## src/rtl/clmul_pkg.sv

```systemverilog
package clmul_pkg;
  localparam int IMM_W     = 8;
  localparam int IMM_A_POS = 0;
  localparam int IMM_B_POS = 4;
  localparam logic [IMM_W-1:0] IMM_SEL_MASK =
    IMM_W'((1 << IMM_A_POS) | (1 << IMM_B_POS));

  typedef struct packed {
    logic a_hi;
    logic b_hi;
  } half_sel_t;
endpackage

```

## src/rtl/clmul_opsel.sv

```systemverilog
module clmul_opsel
  import clmul_pkg::*;
#(
  parameter int HALF_W = 64
) (
  input  logic [2*HALF_W-1:0] dst_i,
  input  logic [2*HALF_W-1:0] src_i,
  input  logic [IMM_W-1:0]    imm_i,
  output logic [HALF_W-1:0]   a_half_o,
  output logic [HALF_W-1:0]   b_half_o,
  output logic                b_zero_o
);
  localparam int OPND_W = 2 * HALF_W;

  function automatic logic [HALF_W-1:0] pick_half(input logic [OPND_W-1:0] v,
                                                  input logic hi);
    return hi ? v[OPND_W-1:HALF_W] : v[HALF_W-1:0];
  endfunction

  half_sel_t sel;
  logic      unused_imm_bits;

  assign sel.a_hi = imm_i[IMM_A_POS];
  assign sel.b_hi = imm_i[IMM_B_POS];
  assign unused_imm_bits = ^(imm_i & ~IMM_SEL_MASK);

  assign a_half_o = pick_half(dst_i, sel.a_hi);
  assign b_half_o = pick_half(src_i, sel.b_hi);
  assign b_zero_o = (b_half_o == '0);
endmodule

```

## src/rtl/clmul_ctrl.sv

```systemverilog
module clmul_ctrl (
  input  logic clk,
  input  logic rst,
  input  logic start_i,
  input  logic feat_en_i,
  input  logic b_zero_i,
  input  logic last_i,
  output logic busy_o,
  output logic done_o,
  output logic illegal_o,
  output logic accept_o,
  output logic reject_o,
  output logic load_o,
  output logic step_o,
  output logic finish_o,
  output logic zero_fin_o
);
  logic go;

  assign accept_o   = start_i && !busy_o;
  assign reject_o   = accept_o && !feat_en_i;
  assign go         = accept_o && feat_en_i;
  assign zero_fin_o = go && b_zero_i;
  assign load_o     = go && !b_zero_i;
  assign step_o     = busy_o;
  assign finish_o   = busy_o && last_i;

  always_ff @(posedge clk) begin
    if (rst) begin
      busy_o    <= 1'b0;
      done_o    <= 1'b0;
      illegal_o <= 1'b0;
    end else begin
      if (load_o)        busy_o <= 1'b1;
      else if (finish_o) busy_o <= 1'b0;
      done_o    <= reject_o || zero_fin_o || finish_o;
      illegal_o <= reject_o;
    end
  end
endmodule

```

## src/rtl/clmul_datapath.sv

```systemverilog
module clmul_datapath #(
  parameter int HALF_W = 64
) (
  input  logic                clk,
  input  logic                rst,
  input  logic                load_i,
  input  logic                step_i,
  input  logic                finish_i,
  input  logic                zero_fin_i,
  input  logic [HALF_W-1:0]   a_half_i,
  input  logic [HALF_W-1:0]   b_half_i,
  output logic                last_o,
  output logic [2*HALF_W-1:0] result_o
);
  localparam int PROD_W = 2 * HALF_W;

  function automatic logic [PROD_W-1:0] fold_in(input logic [PROD_W-1:0] acc,
                                                input logic [PROD_W-1:0] mcand,
                                                input logic              take);
    return take ? (acc ^ mcand) : acc;
  endfunction

  logic [PROD_W-1:0] acc_q;
  logic [PROD_W-1:0] mcand_q;
  logic [HALF_W-1:0] mplier_q;
  logic [PROD_W-1:0] acc_next;

  assign acc_next = fold_in(acc_q, mcand_q, mplier_q[0]);
  assign last_o   = (mplier_q[HALF_W-1:1] == '0);

  always_ff @(posedge clk) begin
    if (rst) begin
      acc_q    <= '0;
      mcand_q  <= '0;
      mplier_q <= '0;
      result_o <= '0;
    end else begin
      if (load_i) begin
        acc_q    <= '0;
        mcand_q  <= {{HALF_W{1'b0}}, a_half_i};
        mplier_q <= b_half_i;
      end else if (step_i) begin
        acc_q    <= acc_next;
        mcand_q  <= {mcand_q[PROD_W-2:0], 1'b0};
        mplier_q <= {1'b0, mplier_q[HALF_W-1:1]};
      end
      if (zero_fin_i)    result_o <= '0;
      else if (finish_i) result_o <= acc_next;
    end
  end
endmodule

```

## src/rtl/clmul_seq_unit.sv

```systemverilog
module clmul_seq_unit
  import clmul_pkg::*;
#(
  parameter int HALF_W = 64
) (
  input  logic                clk,
  input  logic                rst,
  input  logic                start_i,
  input  logic                feat_en_i,
  input  logic [2*HALF_W-1:0] dst_i,
  input  logic [2*HALF_W-1:0] src_i,
  input  logic [IMM_W-1:0]    imm_i,
  output logic                busy_o,
  output logic                done_o,
  output logic                illegal_o,
  output logic [2*HALF_W-1:0] result_o
);
  logic [HALF_W-1:0] a_half_w;
  logic [HALF_W-1:0] b_half_w;
  logic              b_zero_w;
  logic              last_w;
  logic              accept_w;
  logic              reject_w;
  logic              load_w;
  logic              step_w;
  logic              finish_w;
  logic              zero_fin_w;

  clmul_opsel #(.HALF_W(HALF_W)) u_opsel (
    .dst_i    (dst_i),
    .src_i    (src_i),
    .imm_i    (imm_i),
    .a_half_o (a_half_w),
    .b_half_o (b_half_w),
    .b_zero_o (b_zero_w)
  );

  clmul_ctrl u_ctrl (
    .clk        (clk),
    .rst        (rst),
    .start_i    (start_i),
    .feat_en_i  (feat_en_i),
    .b_zero_i   (b_zero_w),
    .last_i     (last_w),
    .busy_o     (busy_o),
    .done_o     (done_o),
    .illegal_o  (illegal_o),
    .accept_o   (accept_w),
    .reject_o   (reject_w),
    .load_o     (load_w),
    .step_o     (step_w),
    .finish_o   (finish_w),
    .zero_fin_o (zero_fin_w)
  );

  clmul_datapath #(.HALF_W(HALF_W)) u_dp (
    .clk        (clk),
    .rst        (rst),
    .load_i     (load_w),
    .step_i     (step_w),
    .finish_i   (finish_w),
    .zero_fin_i (zero_fin_w),
    .a_half_i   (a_half_w),
    .b_half_i   (b_half_w),
    .last_o     (last_w),
    .result_o   (result_o)
  );
endmodule

```

## config.mk

```make
export PLATFORM = sky130hd
export DESIGN_NAME = clmul_seq_unit
export DESIGN_NICKNAME = d
export VERILOG_FILES = /design/src/rtl/clmul_pkg.sv /design/src/rtl/clmul_opsel.sv /design/src/rtl/clmul_ctrl.sv /design/src/rtl/clmul_datapath.sv /design/src/rtl/clmul_seq_unit.sv
export SDC_FILE = /design/constraint.sdc
export NUM_CORES = 1
export LEC_CHECK = 0
export BUFFER_PORTS_ARGS = -buffer_cell sky130_fd_sc_hd__buf_2
export CORE_MARGIN = 10
export CORE_UTILIZATION = 35
export DETAILED_ROUTE_END_ITERATION = 8
export SLEW_MARGIN = 5
export SYNTH_ARGS = -nofsm -noshare
export SYNTH_HDL_FRONTEND = slang
export SYNTH_SLANG_ARGS = --single-unit
```

## constraint.sdc

```tcl
create_clock -name clk -period 2.3 [get_ports clk]
set_input_delay 0.23 -clock clk [delete_from_list [all_inputs] [get_ports clk]]
set_output_delay 0.23 -clock clk [all_outputs]
set_load 0.01 [all_outputs]
```

=== Word level (Yosys, flattened, before mapping) ===
Index checks and enable logic that the tools add are counted.

* Add/subtract/negate cells: 0
* Multiply operators: 0
* Divide/modulo/power cells: 0
* Magnitude comparators: 0
* Equality and inequality tests: 0
* Shift-type cells: 0
* Multiplexer cells: 9
* Bitwise gates (word level): 1
* Reductions and logical operators: 17

{| class="wikitable"
|+ Operator list
! kind !! number
|-
| $mux 64 || 6
|-
| $mux 128 || 1
|-
| $xor 128x128->128 || 1
|-
| $logic_not 64->1 || 1
|-
| $logic_not 63->1 || 1
|-
| $logic_and 1x1->1 || 6
|-
| $reduce_bool 2->1 || 2
|-
| $reduce_or 2->1 || 2
|-
| $logic_not 1->1 || 3
|-
| $logic_or 1x1->1 || 2
|-
| $mux 1 || 2
|}

* Register bits: 451
* Bits in latches: 0
* Bits in writable memories: 0
* Bits in read-only memories: 0
* Output and inout port bits: 131
* Word-level logic and storage cells: 35
* Memories kept: 0

=== Depth between registers and ports, before layout ===
* Depth after elaboration: 6
* Depth in mapped cells: 10
* Depth with buffers taken out: 6

=== Hierarchy ===
From an unflattened synthesis, not the netlist that was laid out.

* Cell total of the unflattened synthesis: 2,244
* Area total of the unflattened synthesis: 21,668.3 µm²

{| class="wikitable"
|+ By module, submodules not included
! module !! instances !! cells an instance !! area each (µm²) !! sequential area each (µm²)
|-
| clmul_datapath || 1 || 2,037 || 19,691.4 || 8,968.6
|-
| clmul_opsel || 1 || 190 || 1,834.3 || 0.0
|-
| clmul_ctrl || 1 || 17 || 142.6 || 60.1
|}

=== Worst setup path after synthesis ===
No wires, ideal clock.

* Kind: register to register
* Start: reg u_ctrl.busy_o
* End: reg u_dp.result_o[107]
* Data arrival time: 1,951 ps
* Data required time: 2,183 ps
* Path slack: 232 ps
* Stages on the path, launching flop included: 10
* Cells stage by stage: dfxtp_1 -> buf_4 -> nor4b_2 -> nand4_1 -> or4_1 -> buf_2 -> buf_2 -> buf_2 -> a21oi_1 -> nor2_1

* Cells in the longest elaborated chain, start to end: 5
* Elaborated cells between the ends (all ways): 6
* Classes of those cells: 6 x reduce/logical

{| class="wikitable"
|+ Ends and longest elaborated chain
! element !! line !! source
|-
| from (decl) || clmul_ctrl.sv:8 || <nowiki>output logic busy_o,</nowiki>
|-
| from (signal assigned) || clmul_ctrl.sv:30 || <nowiki>busy_o <= 1'b0;</nowiki>
|-
| from (signal assigned) || clmul_ctrl.sv:34 || <nowiki>if (load_o) busy_o <= 1'b1;</nowiki>
|-
| from (signal assigned) || clmul_ctrl.sv:35 || <nowiki>else if (finish_o) busy_o <= 1'b0;</nowiki>
|-
| $logic_not 1->1 || clmul_ctrl.sv:20 || <nowiki>assign accept_o = start_i && !busy_o;</nowiki>
|-
| $logic_and 1x1->1 || clmul_ctrl.sv:20 ||
|-
| $logic_and 1x1->1 || clmul_ctrl.sv:22 || <nowiki>assign go = accept_o && feat_en_i;</nowiki>
|-
| $logic_and 1x1->1 || clmul_ctrl.sv:23 || <nowiki>assign zero_fin_o = go && b_zero_i;</nowiki>
|-
| $reduce_or 2->1 (no source line) || - ||
|-
| to (signal assigned) || clmul_datapath.sv:48 || <nowiki>else if (finish_i) result_o <= acc_next;</nowiki>
|-
| to (decl) || clmul_datapath.sv:13 || <nowiki>output logic [2*HALF_W-1:0] result_o</nowiki>
|}

Several ways; a longest one is shown, not always the timed one.
A chain may end at the register's enable or synchronous reset.

=== Worst setup path after layout ===
* Start: reg u_dp.mplier_q[53]
* End: reg u_dp.result_o[83]

* Cells in the longest elaborated chain, start to end: 2

{| class="wikitable"
|+ Ends and longest elaborated chain
! element !! line !! source
|-
| from (decl) || clmul_datapath.sv:25 || <nowiki>logic [HALF_W-1:0] mplier_q;</nowiki>
|-
| from (signal assigned) || clmul_datapath.sv:41 || <nowiki>mplier_q <= b_half_i;</nowiki>
|-
| from (signal assigned) || clmul_datapath.sv:45 || <nowiki>mplier_q <= {1'b0, mplier_q[HALF_W-1:1]};</nowiki>
|-
| $logic_not 63->1 || clmul_datapath.sv:29 || <nowiki>assign last_o = (mplier_q[HALF_W-1:1] == '0);</nowiki>
|-
| $logic_and 1x1->1 || clmul_ctrl.sv:26 || <nowiki>assign finish_o = busy_o && last_i;</nowiki>
|}

Every way passes these cells.

==> metrics.yaml <==
drt-vias-per-instance: 5.06
r2r_cells: 9
layout_cell_share_with_drive_strength_beyond_1_pct: 28.4
initial_core_util_pct: 35.3
routedWlPerCell_um: 18.0
design.core.area_um2: 59000
fp.dieArea_um2: 69700
min_period_ps: 2280
port_buffers: 392
cp-end-kind: "flop"
drtAntennaViolNets: 0
cts-buffers-inserted: 50
arrival_ps: 2790
groute.usage.overall_pct: 17.2
htree_levels: 2
yosys.area.top_type: "sky130_fd_sc_hd__dfxtp_1"
final.hold.worst_slack_ps: 74.2
holdPathStages: 2
leading_cell_types_in_the_layout_fill_and_taps_excluded: "sky130_fd_sc_hd__dfxtp_1 (448), sky130_fd_sc_hd__nor2_1 (421), sky130_fd_sc_hd__buf_2 (390)"
setup.reg_to_reg.worst_slack_ps: 20
fmax_mhz: 438
clock_tree_from_tritoncts: "done"
syn_avg_cell_area_um2: 8.70
clock_latency_reported_for_the_late_side_of_the_worst_skew_pair_ps: 580
synthDistinctLibCells: 33
yosys.area.top_type_share_pct: 43.3
post_synth_main_area_contributors: "sky130_fd_sc_hd__dfxtp_1 (43%), sky130_fd_sc_hd__xor2_1 (11%), sky130_fd_sc_hd__mux2_2 (10%)"
antenna-diode-count: 0
skew_ps: 16.1
drc: 0
timing.rr.end: "u_dp.result_o[83]"
ff_latch_area_um2: 9040
dp_slack_ps: -161
finish.net_count: 2986
critical_path_required_ps: 2800
first_global_vias: 17700
maxSlewViolCount: 0
setup_repair_after_global_routing_missed_its_margin: "yes"
final_common_cell: "sky130_fd_sc_hd__dfxtp_1"
drtPass1Iterations: 5
ys_seq_area_share_pct: 43.3
hpwl_um: 44600
die-height_um: 264
post_synth_inst_count: 2395
placementRows: 89
critical_path_class: "flop to flop"
synth.net_count: 2663
hold_path_startpoint: "rst"
class_of_the_tightest_hold_or_removal_check: "input port to flop"
slew_hr_pct: 50.4
wire_length_of_the_first_global_routing_pass_um: 98800
io_pins: 399
total_leakage_power_uw: 0.00982
gp_congestion: 0.904
clkTransAtPathRegs_ps: 60
yosys_warnings: 0
post-route-worst-setup-slack_ps: 18.3
area_used_by_multi_input_combinational_logic_um2: 11200
via_count: 17800
dieWidth_um: 264
status: "completed"
power.ir.vdd_worst_mv: 0.533
finalWirelength_um: 63400
cts_num_sinks: 451
crit_path_max_fanout: 37
area_growth_syn_to_layout_pct: 23.6
synth-seq-cells: 451
p_per_area_nw_per_um2: 679
crit_path_start_kind: "flop"
worst_hold_path.endpoint: "u_dp.mcand_q[5]"
number_of_buffers_between_clock_root_and_the_deepest_sink: 3
globalRouteOverflowTotal: 0
first_iter_violations: 942
worstMarginPinSlew_ps: 744
antenna_violations_before_repair: 0
mappedNetlistArea_um2: 20800
setup-violations-final: 0
maxCapViolations: 0
clk_root_buffer_cell: "sky130_fd_sc_hd__clkbuf_16"
grt_start_max_net_pins: 125
num-fill-cells: 5738
hold_violations: 0
regToRegStartpoint: "u_dp.mplier_q[53]"
final.period_utilization_pct: 99.2
synthesized netlist by cell type, drive strengths merged:
cell,n
and2,2
a32oi,62
nand4,10
a21oi,194
a211oi,1
nor2,452
o31ai,2
xor2,256
dfxtp,451
buf,67
nor2b,2
nor4b,2
clkbuf,124
or4,1
nor3b,3
nor3,4
a311oi,1
nand3,67
o22ai,1
inv,1
o21ai,66
nor4,45
mux2i,67
mux2,188
a21o,2
o2bb2ai,62
nand2,260
o211a,1
o211ai,1
final cells by class:
class                   instances  share of cell area, %
clock buffers                  77                   5.93
clock inverters                10                  0.350
inverters                       1                 0.0146
multi-input cells            1752                   43.5
flip-flops and latches        451                   35.1
well taps                     773                   3.75
repair buffers                462                   11.4
sequential cells by signal, summed over array words and instances, names as in the netlist:
name and cells:
u_ctrl.done_o 1, u_dp.acc_q 128, u_ctrl.illegal_o 1, u_dp.result_o 128
u_ctrl.busy_o 1, u_dp.mplier_q 64, u_dp.mcand_q 128
metal layers:
metal	track usage, %	routed length [µm]
met2	28.7	30100
met1	21.6	27800
met3	3.71	3720
met4	5.70	1770
met5	0	0
worst max-delay path, stage by stage, from the launching register on:
cell and delay (ps):
sky130_fd_sc_hd__dfxtp_2 330, sky130_fd_sc_hd__nor4_2 250, sky130_fd_sc_hd__buf_4 150, sky130_fd_sc_hd__nand4_1 160, sky130_fd_sc_hd__or4_4 580, sky130_fd_sc_hd__buf_16 210
sky130_fd_sc_hd__buf_12 200, sky130_fd_sc_hd__nor2_1 130, sky130_fd_sc_hd__a21oi_1 50, sky130_fd_sc_hd__nor2_1 100
metrics by stage:
step	instances	cell area [µm²]	total power [µW]	util, %	TNS (ps)
floorplan	2395	20800	9120	-	0
global placement	3433	23800	9760	40.3	-24910
detailed placement	3433	23800	9790	40.3	-11480
CTS	3522	25500	17700	43.1	0
global route	3526	25800	18100	43.6	-2530
finish	3526	25800	17500	43.6	0
how the worst max path moves through the flow:
stage	from	to	slack, ps
4_1_cts	u_dp.mplier_q[53]	u_dp.result_o[116]	2
3_3_place_gp	src_i[117]	u_dp.mcand_q[42]	-220
3_5_place_dp	src_i[117]	u_dp.mcand_q[36]	-160
2_1_floorplan	u_ctrl.busy_o	u_dp.result_o[107]	230
6_report	u_dp.mplier_q[53]	u_dp.result_o[83]	20
5_1_grt	u_dp.mplier_q[53]	u_dp.result_o[83]	-100
cell families after synthesis:
family	Yosys count	share of synthesized area (%)
flip-flops	451	43.3
AO/OA/AOI/OAI	393	11.8
AND/OR/NAND/NOR	848	16.6
XOR/XNOR	256	10.8
buffers and inverters	192	4.11
multiplexers	255	13.4
power by group:
part	switching, µW	total, µW	internal (µW)
clock network	3200	7850	4660
registers	136	8090	7950
logic	848	1550	699
total	4180	17500	13300
timing repair:
action,4_1_cts,5_1_grt
resized for setup,6,64
pin swaps,1,14
hold endpoints to repair,2,0
cloned,1,2
endpoints found under the setup margin,7,153
buffers inserted,0,2
hold buffers,1,0
(Power assumes the default switching activity.)
